`src/rtl/fdf_pkg.sv`:
```
package fdf_pkg;
  typedef enum logic [1:0] {
    OP_IDLE = 2'b00,
    OP_CALL = 2'b01,
    OP_RET  = 2'b10,
    OP_TAIL = 2'b11
  } fdf_op_e;
endpackage

```
`src/rtl/fdf_free_pick.sv`:
```
module fdf_free_pick #(
  parameter int W = 4,
  localparam int N = 1 << W
) (
  input  logic [N-1:0] live,
  input  logic [W-1:0] last,
  output logic         any_free,
  output logic [W-1:0] pick
);
  always_comb begin
    logic [W-1:0] idx;
    any_free = 1'b0;
    pick     = '0;
    for (int i = 0; i < N; i++) begin
      idx = last + W'(1) + W'(i);
      if (!any_free && !live[idx]) begin
        any_free = 1'b1;
        pick     = idx;
      end
    end
  end
endmodule

```
`src/rtl/fdf_ret_stack.sv`:
```
module fdf_ret_stack #(
  parameter int DEPTH = 16,
  parameter int W = 4,
  localparam int PTR_W = $clog2(DEPTH),
  localparam int CNT_W = $clog2(DEPTH + 1)
) (
  input  logic         clk,
  input  logic         rst_n,
  input  logic         push,
  input  logic         pop,
  input  logic [W-1:0] din,
  output logic [W-1:0] top,
  output logic         empty,
  output logic         full
);
  logic [W-1:0]     mem [DEPTH];
  logic [CNT_W-1:0] cnt;

  assign empty = (cnt == '0);
  assign full  = (cnt == CNT_W'(DEPTH));
  assign top   = empty ? '0 : mem[PTR_W'(cnt - CNT_W'(1))];

  always_ff @(posedge clk) begin
    if (!rst_n) begin
      cnt <= '0;
    end else if (push && !full) begin
      mem[PTR_W'(cnt)] <= din;
      cnt <= cnt + CNT_W'(1);
    end else if (pop && !empty) begin
      cnt <= cnt - CNT_W'(1);
    end
  end


  push_full_chk: assert property (@(posedge clk) disable iff (!rst_n)
    push |-> !full);


  pop_empty_chk: assert property (@(posedge clk) disable iff (!rst_n)
    (pop && empty) |=> empty);
endmodule

```
`src/rtl/fdf_result_gate.sv`:
```
module fdf_result_gate #(
  parameter int W = 4,
  parameter int DATA_W = 8,
  localparam int N = 1 << W
) (
  input  logic              clk,
  input  logic              rst_n,
  input  logic [N-1:0]      live,
  input  logic              in_valid,
  output logic              in_ready,
  input  logic [W-1:0]      in_tag,
  input  logic [DATA_W-1:0] in_data,
  output logic              out_valid,
  input  logic              out_ready,
  output logic [W-1:0]      out_tag,
  output logic [DATA_W-1:0] out_data
);
  logic tag_live;

  assign tag_live  = live[in_tag];
  assign out_valid = in_valid && tag_live;
  assign in_ready  = tag_live ? out_ready : 1'b1;
  assign out_tag   = in_tag;
  assign out_data  = in_data;


  stale_drop_chk: assert property (@(posedge clk) disable iff (!rst_n)
    (in_valid && !live[in_tag]) |-> (!out_valid && in_ready));


  out_src_chk: assert property (@(posedge clk) disable iff (!rst_n)
    out_valid |-> in_valid);
endmodule

```
`src/rtl/frame_drop_filter.sv`:
```
module frame_drop_filter
  import fdf_pkg::*;
#(
  parameter int NEST_W = 4,
  parameter int RS_DEPTH = 16,
  parameter int DATA_W = 8,
  localparam int NUM_NEST = 1 << NEST_W
) (
  input  logic              clk,
  input  logic              rst_n,
  input  logic [1:0]        ctl_op,
  output logic              ctl_stall,
  output logic [NEST_W-1:0] cur_nest,
  input  logic              res_in_valid,
  output logic              res_in_ready,
  input  logic [NEST_W-1:0] res_in_tag,
  input  logic [DATA_W-1:0] res_in_data,
  output logic              res_out_valid,
  input  logic              res_out_ready,
  output logic [NEST_W-1:0] res_out_tag,
  output logic [DATA_W-1:0] res_out_data
);
  fdf_op_e             op;
  logic [NUM_NEST-1:0] live_q;
  logic [NEST_W-1:0]   cur_q, last_q;
  logic                any_free;
  logic [NEST_W-1:0]   pick;
  logic [NEST_W-1:0]   rs_top;
  logic                rs_empty, rs_full;
  logic                do_call, do_tail, do_ret;

  assign op        = fdf_op_e'(ctl_op);
  assign ctl_stall = !any_free || rs_full;
  assign do_call   = (op == OP_CALL) && !ctl_stall;
  assign do_tail   = (op == OP_TAIL) && !ctl_stall;
  assign do_ret    = (op == OP_RET) && !rs_empty;
  assign cur_nest  = cur_q;

  fdf_free_pick #(.W(NEST_W)) u_pick (
    .live(live_q), .last(last_q), .any_free(any_free), .pick(pick)
  );

  fdf_ret_stack #(.DEPTH(RS_DEPTH), .W(NEST_W)) u_stack (
    .clk(clk), .rst_n(rst_n), .push(do_call), .pop(do_ret),
    .din(cur_q), .top(rs_top), .empty(rs_empty), .full(rs_full)
  );

  always_ff @(posedge clk) begin
    if (!rst_n) begin
      cur_q  <= '0;
      last_q <= '0;
      live_q <= NUM_NEST'(1);
    end else if (do_call) begin
      live_q[pick] <= 1'b1;
      cur_q        <= pick;
      last_q       <= pick;
    end else if (do_tail) begin
      live_q[cur_q] <= 1'b0;
      live_q[pick]  <= 1'b1;
      cur_q         <= pick;
      last_q        <= pick;
    end else if (do_ret) begin
      live_q[cur_q] <= 1'b0;
      cur_q         <= rs_top;
    end
  end

  fdf_result_gate #(.W(NEST_W), .DATA_W(DATA_W)) u_gate (
    .clk(clk), .rst_n(rst_n), .live(live_q),
    .in_valid(res_in_valid), .in_ready(res_in_ready),
    .in_tag(res_in_tag), .in_data(res_in_data),
    .out_valid(res_out_valid), .out_ready(res_out_ready),
    .out_tag(res_out_tag), .out_data(res_out_data)
  );


  cur_live_chk: assert property (@(posedge clk) disable iff (!rst_n)
    live_q[cur_q]);


  stall_hold_chk: assert property (@(posedge clk) disable iff (!rst_n)
    (ctl_stall && ctl_op != 2'b10) |=> (cur_q == $past(cur_q)));


  call_move_chk: assert property (@(posedge clk) disable iff (!rst_n)
    (ctl_op == 2'b01 && !ctl_stall) |=> (cur_q != $past(cur_q)));


  tail_free_chk: assert property (@(posedge clk) disable iff (!rst_n)
    (ctl_op == 2'b11 && !ctl_stall) |=> !live_q[$past(cur_q)]);
endmodule

```
`config.mk`:
```
export PLATFORM = sky130hd
export DESIGN_NAME = frame_drop_filter
export DESIGN_NICKNAME = d
export VERILOG_FILES = /design/src/rtl/fdf_pkg.sv /design/src/rtl/fdf_free_pick.sv /design/src/rtl/fdf_ret_stack.sv /design/src/rtl/fdf_result_gate.sv /design/src/rtl/frame_drop_filter.sv
export SDC_FILE = /design/constraint.sdc
export NUM_CORES = 1
export LEC_CHECK = 0
export ABC_AREA = 1
export ABC_CLOCK_PERIOD_IN_PS = 8200
export BUFFER_PORTS_ARGS = -buffer_cell sky130_fd_sc_hd__buf_4
export CORE_ASPECT_RATIO = 1.5
export CORE_MARGIN = 2
export CORE_UTILIZATION = 55
export DETAILED_ROUTE_END_ITERATION = 8
export PLACE_DENSITY = 0.73
export SYNTH_ARGS = -nofsm -noshare
export SYNTH_HDL_FRONTEND = slang
export SYNTH_SLANG_ARGS = --single-unit
```
`constraint.sdc`:
```
create_clock -name clk -period 8.2 [get_ports clk]
set_input_delay 1.64 -clock clk [delete_from_list [all_inputs] [get_ports clk]]
set_output_delay 1.64 -clock clk [all_outputs]
set_load 0.005 [all_outputs]
```
==> summary.md, run 1 <==
| Metric | Value |
|---|---|
| Outcome | `finished, final reports clean` |
| CP Launch Type | `flip-flop` |
| Register area share after synthesis | `38.9%` |
| Critical Path RT | `6.56 ns` |
| Final-report setup violation count | `0` |
| Post-route clock period utilization | `83.6%` |
| Setup ws final | `1.34 ns` |
| TritonCTS clock tree | `built` |
| Worst VDD drop | `0.222 mV` |
| Worst Tran Pin Value | `0.941 ns` |
| Global-route wire length before repair | `27600 um` |
| Vias in the first global route | `5468` |
| Die area | `0.0126 mm^2` |
| Sink Count | `93` |
| Synth top cells by count | `nand2_1, nor2_1, nand3_1, edfxtp_1, inv_1` |
| Pin count of the biggest net entering global routing | `39` |
| CTS Root Cell | `clkbuf_16` |
| Initial DRT Pass Iterations | `5` |
| Crit-path leading delay family | `simple AND/OR/NAND/NOR gates` |
| Hold-fix buffers at CTS | `0` |
| Slew margin rel. | `37.2%` |
| Crit Path Max Fanout | `28` |
| Yosys cell types | `52` |
| Mapped Cells | `862` |
| Starting Density | `56.1%` |
| Syn_nets | `887` |
| CP Class | `flip-flop to output pin` |
| Synth Register Bits | `93` |
| Number of setup buffers added after CTS | `0` |
| Post-synthesis cell area | `0.00643 mm^2` |
| Met2 usage | `52.3%` |
| Rows | `48` |
| Final hold violations | `0` |
| Number of enable flip-flop cells after synthesis | `64` |
| IO buf count | `20` |
| Clock slew at reported path FFs | `0.07 ns` |
| Post-DP HPWL | `13300 um` |
| Critical path endpoint category | `output pin` |
| Chip width | `92.3 um` |
| Pleak | `2.81 nW` |
| Number of remaining DRC errors | `0` |
| Max_cap viols | `0` |
| Ys Warns | `0` |
| Util after Layout | `59.3%` |
| CP max stage delay | `0.92 ns` |
| DR vias/cell | `5.83` |
| Fraction of registers with async set/reset | `0%` |
| H-tree depth | `3` |
| # IOs | `37` |
| Max Freq | `146 MHz` |
| Antenna-violating nets left | `0` |
| N_diodes | `0` |
| WP data arrival | `5.22 ns` |
| Most frequent cell after synthesis | `nand2_1` |
| Final WL | `17600 um` |
| Pins Over Slew Limit | `0` |
| Post-synth top flop | `edfxtp_1` |
| Top cell type's share of synthesized area | `29.9%` |
| Met1 global-route usage | `31.6%` |
| GRT overflow | `0` |
| Min-delay worst type | `flip-flop to flip-flop` |
| Fin nets | `875` |
| Worst-case clock buffer depth | `2` |
| Met3 usage | `4.21%` |
| Setup TNS | `0 ns` |
| RSZ-0062 raised after global routing | `false` |
| Per-cell routed wire length | `17.5 um` |
| DR vias | `5857` |
| Initial antenna violation count | `0` |
| DP Worst Slack | `1.77 ns` |
| Design Area, Final | `0.00681 mm^2` |
| Layout cell share with drive strength beyond 1 | `13.3%` |
| Grt peak-use layer | `met2` |
| Synth top area cells | `edfxtp_1, nand2_1, dfxtp_1` |
| Initial DRC count | `525` |
| Clock skew | `0.00539 ns` |
| Area leader, netlist | `edfxtp_1` |
| Cell Pwr Density | `401 mW/mm^2` |
| Core area | `0.0115 mm^2` |
| Clk Latency, worst-skew pair | `0.35 ns` |
| Placer congestion estimate | `0.955` |
| Min Tclk post-route | `6.86 ns` |
| All-Layer GR Usage | `28.6%` |
| CTS Buf Count | `9` |
| Most frequent CP cell | `nand2_1` |
| Placed inst area | `0.00648 mm^2` |
| CP Cell Sequence | `clkinv_2 -> ha_1 -> inv_2 -> nand2_1 -> nand2_1 -> nand2_1 -> nand2_1 -> nand2_1 -> nand3_2 -> nand2_2 -> nor2_4 -> nand4_4 -> nor2_4 -> nand4_4 -> nor2_4 -> nand4_4 -> nor2_8 -> nand3_4 -> nand2_4 -> buf_4` |
| Slowest-stage cell, CP | `dfxtp_1` |
| Chip Height | `136 um` |
| Area growth, synth to finish | `5.77%` |
| Synthesized area per cell | `7.47 um^2` |
| Post-CTS sizing | `0` |
| Worst Path Buf+Inv | `3` |
[where the power goes]
group          internal (W)  switching [W]  leakage (nW)
clock              0.000271       0.000181         0.157
combinational      0.000425        0.00120          1.83
sequential         0.000563      0.0000921         0.825
total               0.00126        0.00147          2.81
[kinds of logic (layout without fill, tap and decap cells)]
kind of cell / after synthesis / in the layout / share of synthesized area [%]
AO/OA/AOI/OAI: 137 / 137 / 13.5
XOR/XNOR: 10 / 10 / 1.83
adder cells (fa/ha/maj): 7 / 7 / 1.36
buffers and inverters: 115 / 108 / 8.94
flip-flops: 93 / 93 / 38.9
AND/OR/NAND/NOR: 500 / 500 / 35.5
[state kept, by name, summed over array words and instances, names as in the netlist]
name and flops:
u_stack.cnt 5, cur_nest 4, last_q 4, live_q 16, u_stack.mem 64
[worst register-to-register path, stage by stage, from the launching register on]
cell and delay (ns):
dfxtp_1 0.92, clkinv_2 0.48, ha_1 0.85, inv_2 0.30
nand2_1 0.19, nand2_1 0.26, nand2_1 0.16, nand3_1 0.08
nand2_1 0.12, inv_1 0.06, o21ai_0 0.32, inv_1 0.19
nand4_4 0.17, nor2_8 0.06, nand3_4 0.08, nand2_4 0.07
inv_4 0.08, nand2_2 0.18, nor2_1 0.26, inv_1 0.17
nor3_1 0.57
[routing by layer]
layer	up-vias	wire, um
met4	0	777
met2	204	9470
met1	2730	6550
met5	-	0
li1	2869	-
met3	54	835
[path summary, 6_finish.rpt]
check	start	to	slack (ns)	cells after the start
max	last_q[0]$_SDFFE_PN0P_	ctl_stall	1.34	20
min	last_q[3]$_SDFFE_PN0P_	last_q[3]$_SDFFE_PN0P_	0.51	2
max reg2reg	last_q[0]$_SDFFE_PN0P_	u_stack.mem[3][3]$_DFFE_PP_	2.27	20
min reg2reg	last_q[3]$_SDFFE_PN0P_	last_q[3]$_SDFFE_PN0P_	0.51	2
[cell type report]
class / instances / area, um^2
Multi-Input combinational cell: 654 / 3360
Inverter: 70 / 267
Clock buffer: 9 / 225
Timing Repair Buffer: 22 / 165
Fill cell: 1046 / 4660
Clock inverter: 7 / 103
Sequential cell: 93 / 2500
Tap cell: 150 / 188
[cells in the final DEF, fill, tap and decap left out, drive strengths merged, types with 18 or more instances in the layout]
cell	instances
edfxtp	64
buf	22
a21oi	49
nor2	98
inv	71
o21ai	48
nand3	92
nand4	18
dfxtp	29
nand2	277
[through the flow]
step                      total power, W  cells  hold slack, ns
final                            0.00273   1005           0.514
after CTS                        0.00272   1005           0.513
after floorplan                  0.00188    862           0.463
after global placement           0.00225    989           0.505
after global routing             0.00293   1005           0.526
after detailed placement         0.00226    989           0.503
Power figures use the tool's default switching activity.
==> run 2, diff against run 1 <==
- ABC_CLOCK_PERIOD_IN_PS: 8200 -> 5500
- PLACE_DENSITY: 0.73 -> 0.76
- clock period: 8.2 -> 5.5 ns (I/O delays scaled with it)
==> summary.md, run 2 (synthesis gave the netlist of run 1 again) <==
| Metric | Value |
|---|---|
| CP Cell Sequence | `clkinv_2 -> ha_1 -> buf_4 -> inv_2 -> nand2_1 -> nand2_1 -> nand2_1 -> nand2_1 -> nand2_1 -> nand3_2 -> nand2_2 -> nor2_4 -> nand4_4 -> nor2_4 -> nand4_4 -> nor2_4 -> nand4_4 -> nor2_8 -> nand3_4 -> nand2_4 -> buf_4` |
| Post-CTS sizing | `0 (unchanged)` |
| Sink Count | `93 (unchanged)` |
| Rows | `48 (unchanged)` |
| Final hold violations | `0 (unchanged)` |
| Die area | `0.0126 mm^2 (unchanged)` |
| GRT overflow | `0 (unchanged)` |
| Slew margin rel. | `35.5% (-1.7 points)` |
| Pins Over Slew Limit | `0 (unchanged)` |
| CP Launch Type | `flip-flop` |
| Worst-case clock buffer depth | `2 (unchanged)` |
| Number of setup buffers added after CTS | `0 (unchanged)` |
| Clk Latency, worst-skew pair | `0.35 ns (about the same)` |
| Largest register FFs | `64 (unchanged)` |
| WL met3 | `644 um (-23%)` |
| CTS Root Cell | `clkbuf_16` |
| RSZ-0062 raised after global routing | `false` |
| IO buf count | `20 (unchanged)` |
| Pleak | `2.83 nW (+0.59%)` |
| DR vias/cell | `5.67 (-2.7%)` |
| Initial antenna violation count | `0 (unchanged)` |
| Worst Tran Pin Value | `0.966 ns (+0.0249 ns)` |
| Chip width | `92.3 um (unchanged)` |
| Regs by FF count | `u_stack.mem (64), live_q (16), u_stack.cnt (5)` |
| Hold-fix buffers at CTS | `0 (unchanged)` |
| Final WL | `16600 um (-5.7%)` |
| Commonest non-fill, non-tap cell in the layout | `nand2_1` |
| Min Tclk post-route | `5.19 ns` |
| Max_cap viols | `0 (unchanged)` |
| Max Freq | `193 MHz` |
| DP Worst Slack | `0.709 ns (-1.06 ns)` |
| Post-DP HPWL | `12400 um (-7.1%)` |
| CTS Buf Count | `9 (unchanged)` |
| Core area | `0.0115 mm^2 (unchanged)` |
| Chip Height | `136 um (unchanged)` |
| Global-route wire length before repair | `27400 um (-0.87%)` |
| All-Layer GR Usage | `28.1% (-0.57 points)` |
| Setup ws final | `0.310 ns (-1.03 ns)` |
| Tot Pwr | `0.00404 W (+48%)` |
| Final non-filler cell total | `1009 (+0.40%)` |
| Worst VDD drop | `0.354 mV (+59%)` |
| Pin count of the biggest net entering global routing | `39 (unchanged)` |
| Crit Path Max Fanout | `20 (-29%)` |
| N_diodes | `0 (unchanged)` |
| Post-Place Cells | `993 (+0.40%)` |
| Placer congestion estimate | `0.972 (+1.9%)` |
| Initial DRT Pass Iterations | `5 (unchanged)` |
| Clock skew | `0.00764 ns (+0.00225 ns)` |
| Antenna-violating nets left | `0 (unchanged)` |
| Top routing layer used | `met4` |
| Met1 WL | `6080 um (-7.1%)` |
| Routed met2 length | `8950 um (-5.5%)` |
| Cell Pwr Density | `592 mW/mm^2 (+48%)` |
| Layout cell share with drive strength beyond 1 | `13.6% (+0.29 points)` |
| Slowest-stage cell, CP | `ha_1` |
| TritonCTS clock tree | `built` |
| Outcome | `finished, final reports clean` |
| Setup TNS | `0 ns (unchanged)` |
| CP max stage delay | `0.37 ns (-0.55 ns)` |
| Per-cell routed wire length | `16.5 um (-6.1%)` |
| Critical Path RT | `4.40 ns (-2.16 ns)` |
| Post-route clock period utilization | `94.4%` |
| Critical path endpoint category | `output pin` |
| WP data arrival | `4.09 ns (-1.13 ns)` |
| CP Class | `flip-flop to output pin` |
| Most frequent CP cell | `nand2_1` |
| Area growth, synth to finish | `6.16%` |
| Commonest cells after routing, fill and taps aside | `nand2_1, nor2_1, nand3_1` |
| Fin nets | `879 (+0.46%)` |
| Final-report setup violation count | `0 (unchanged)` |
| Vias in the first global route | `5560 (+1.7%)` |
| DR vias | `5721 (-2.3%)` |
| Flop2flop setup slack | `0.72 ns (-1.55 ns)` |
| H-tree depth | `3 (unchanged)` |
| Number of remaining DRC errors | `0 (unchanged)` |
| Min-delay worst type | `flip-flop to flip-flop` |
| Top reg by flops | `u_stack.mem` |
| Initial DRC count | `296 (-44%)` |
| # IOs | `37 (unchanged)` |
| Starting Density | `56.1% (unchanged)` |
| Clock slew at reported path FFs | `0.06 ns (about the same)` |
==> run 2: cell types whose count changed in the layout (fill, tap and decap cells not counted) <==
cell      change
buf_4         +4
clkbuf_1      +1
clkinv_4      +1
inv_6         -2
==> run 2: routing by layer <==
metal | global-route usage (%) | up-vias
li1 | - | 2881
met1 | 29.9 | 2611
met2 | 52.4 | 167
met3 | 3.22 | 62
met4 | 16.9 | 0
met5 | 0 | -
==> run 2: path summary, 6_finish.rpt <==
kind,endpoint,cells after the start,start
worst max-delay path,ctl_stall,21,last_q[0]$_SDFFE_PN0P_
worst min-delay path,last_q[3]$_SDFFE_PN0P_,2,last_q[3]$_SDFFE_PN0P_
worst max register to register,u_stack.mem[6][2]$_DFFE_PP_,25,last_q[0]$_SDFFE_PN0P_
worst min register to register,last_q[3]$_SDFFE_PN0P_,2,last_q[3]$_SDFFE_PN0P_
==> run 2: cell type report <==
class | instances | area, um^2
inverter | 70 | 267
timing repair buffer | 26 | 195
clock inverter | 6 | 93.8
fill | 1066 | 4640
clock buffer | 10 | 229
sequential | 93 | 2500
multi-input combinational | 654 | 3360
tap | 150 | 188
==> run 2: power by group <==
group          switching, W  internal [W]  total, W
logic               0.00182      0.000648   0.00247
clock network      0.000258      0.000402  0.000660
registers         0.0000716      0.000839  0.000911
==> run 2: worst max-delay path, delay by kind of cell, from the launching register on <==
kind,cells,cell delay [ns]
fa+ha+maj,1,0.37
buf+inv,4,0.80
flops,1,0.35
simple gates,16,2.22
==> run 2: stage by stage <==
stage | util, % | cell area, um^2 | hold slack (ns)
2_1_floorplan | - | 6430 | 0.463
3_3_place_gp | 56.7 | 6510 | 0.492
3_5_place_dp | 56.7 | 6510 | 0.496
4_1_cts | 59.6 | 6830 | 0.507
5_1_grt | 59.6 | 6830 | 0.527
6_report | 59.6 | 6830 | 0.505
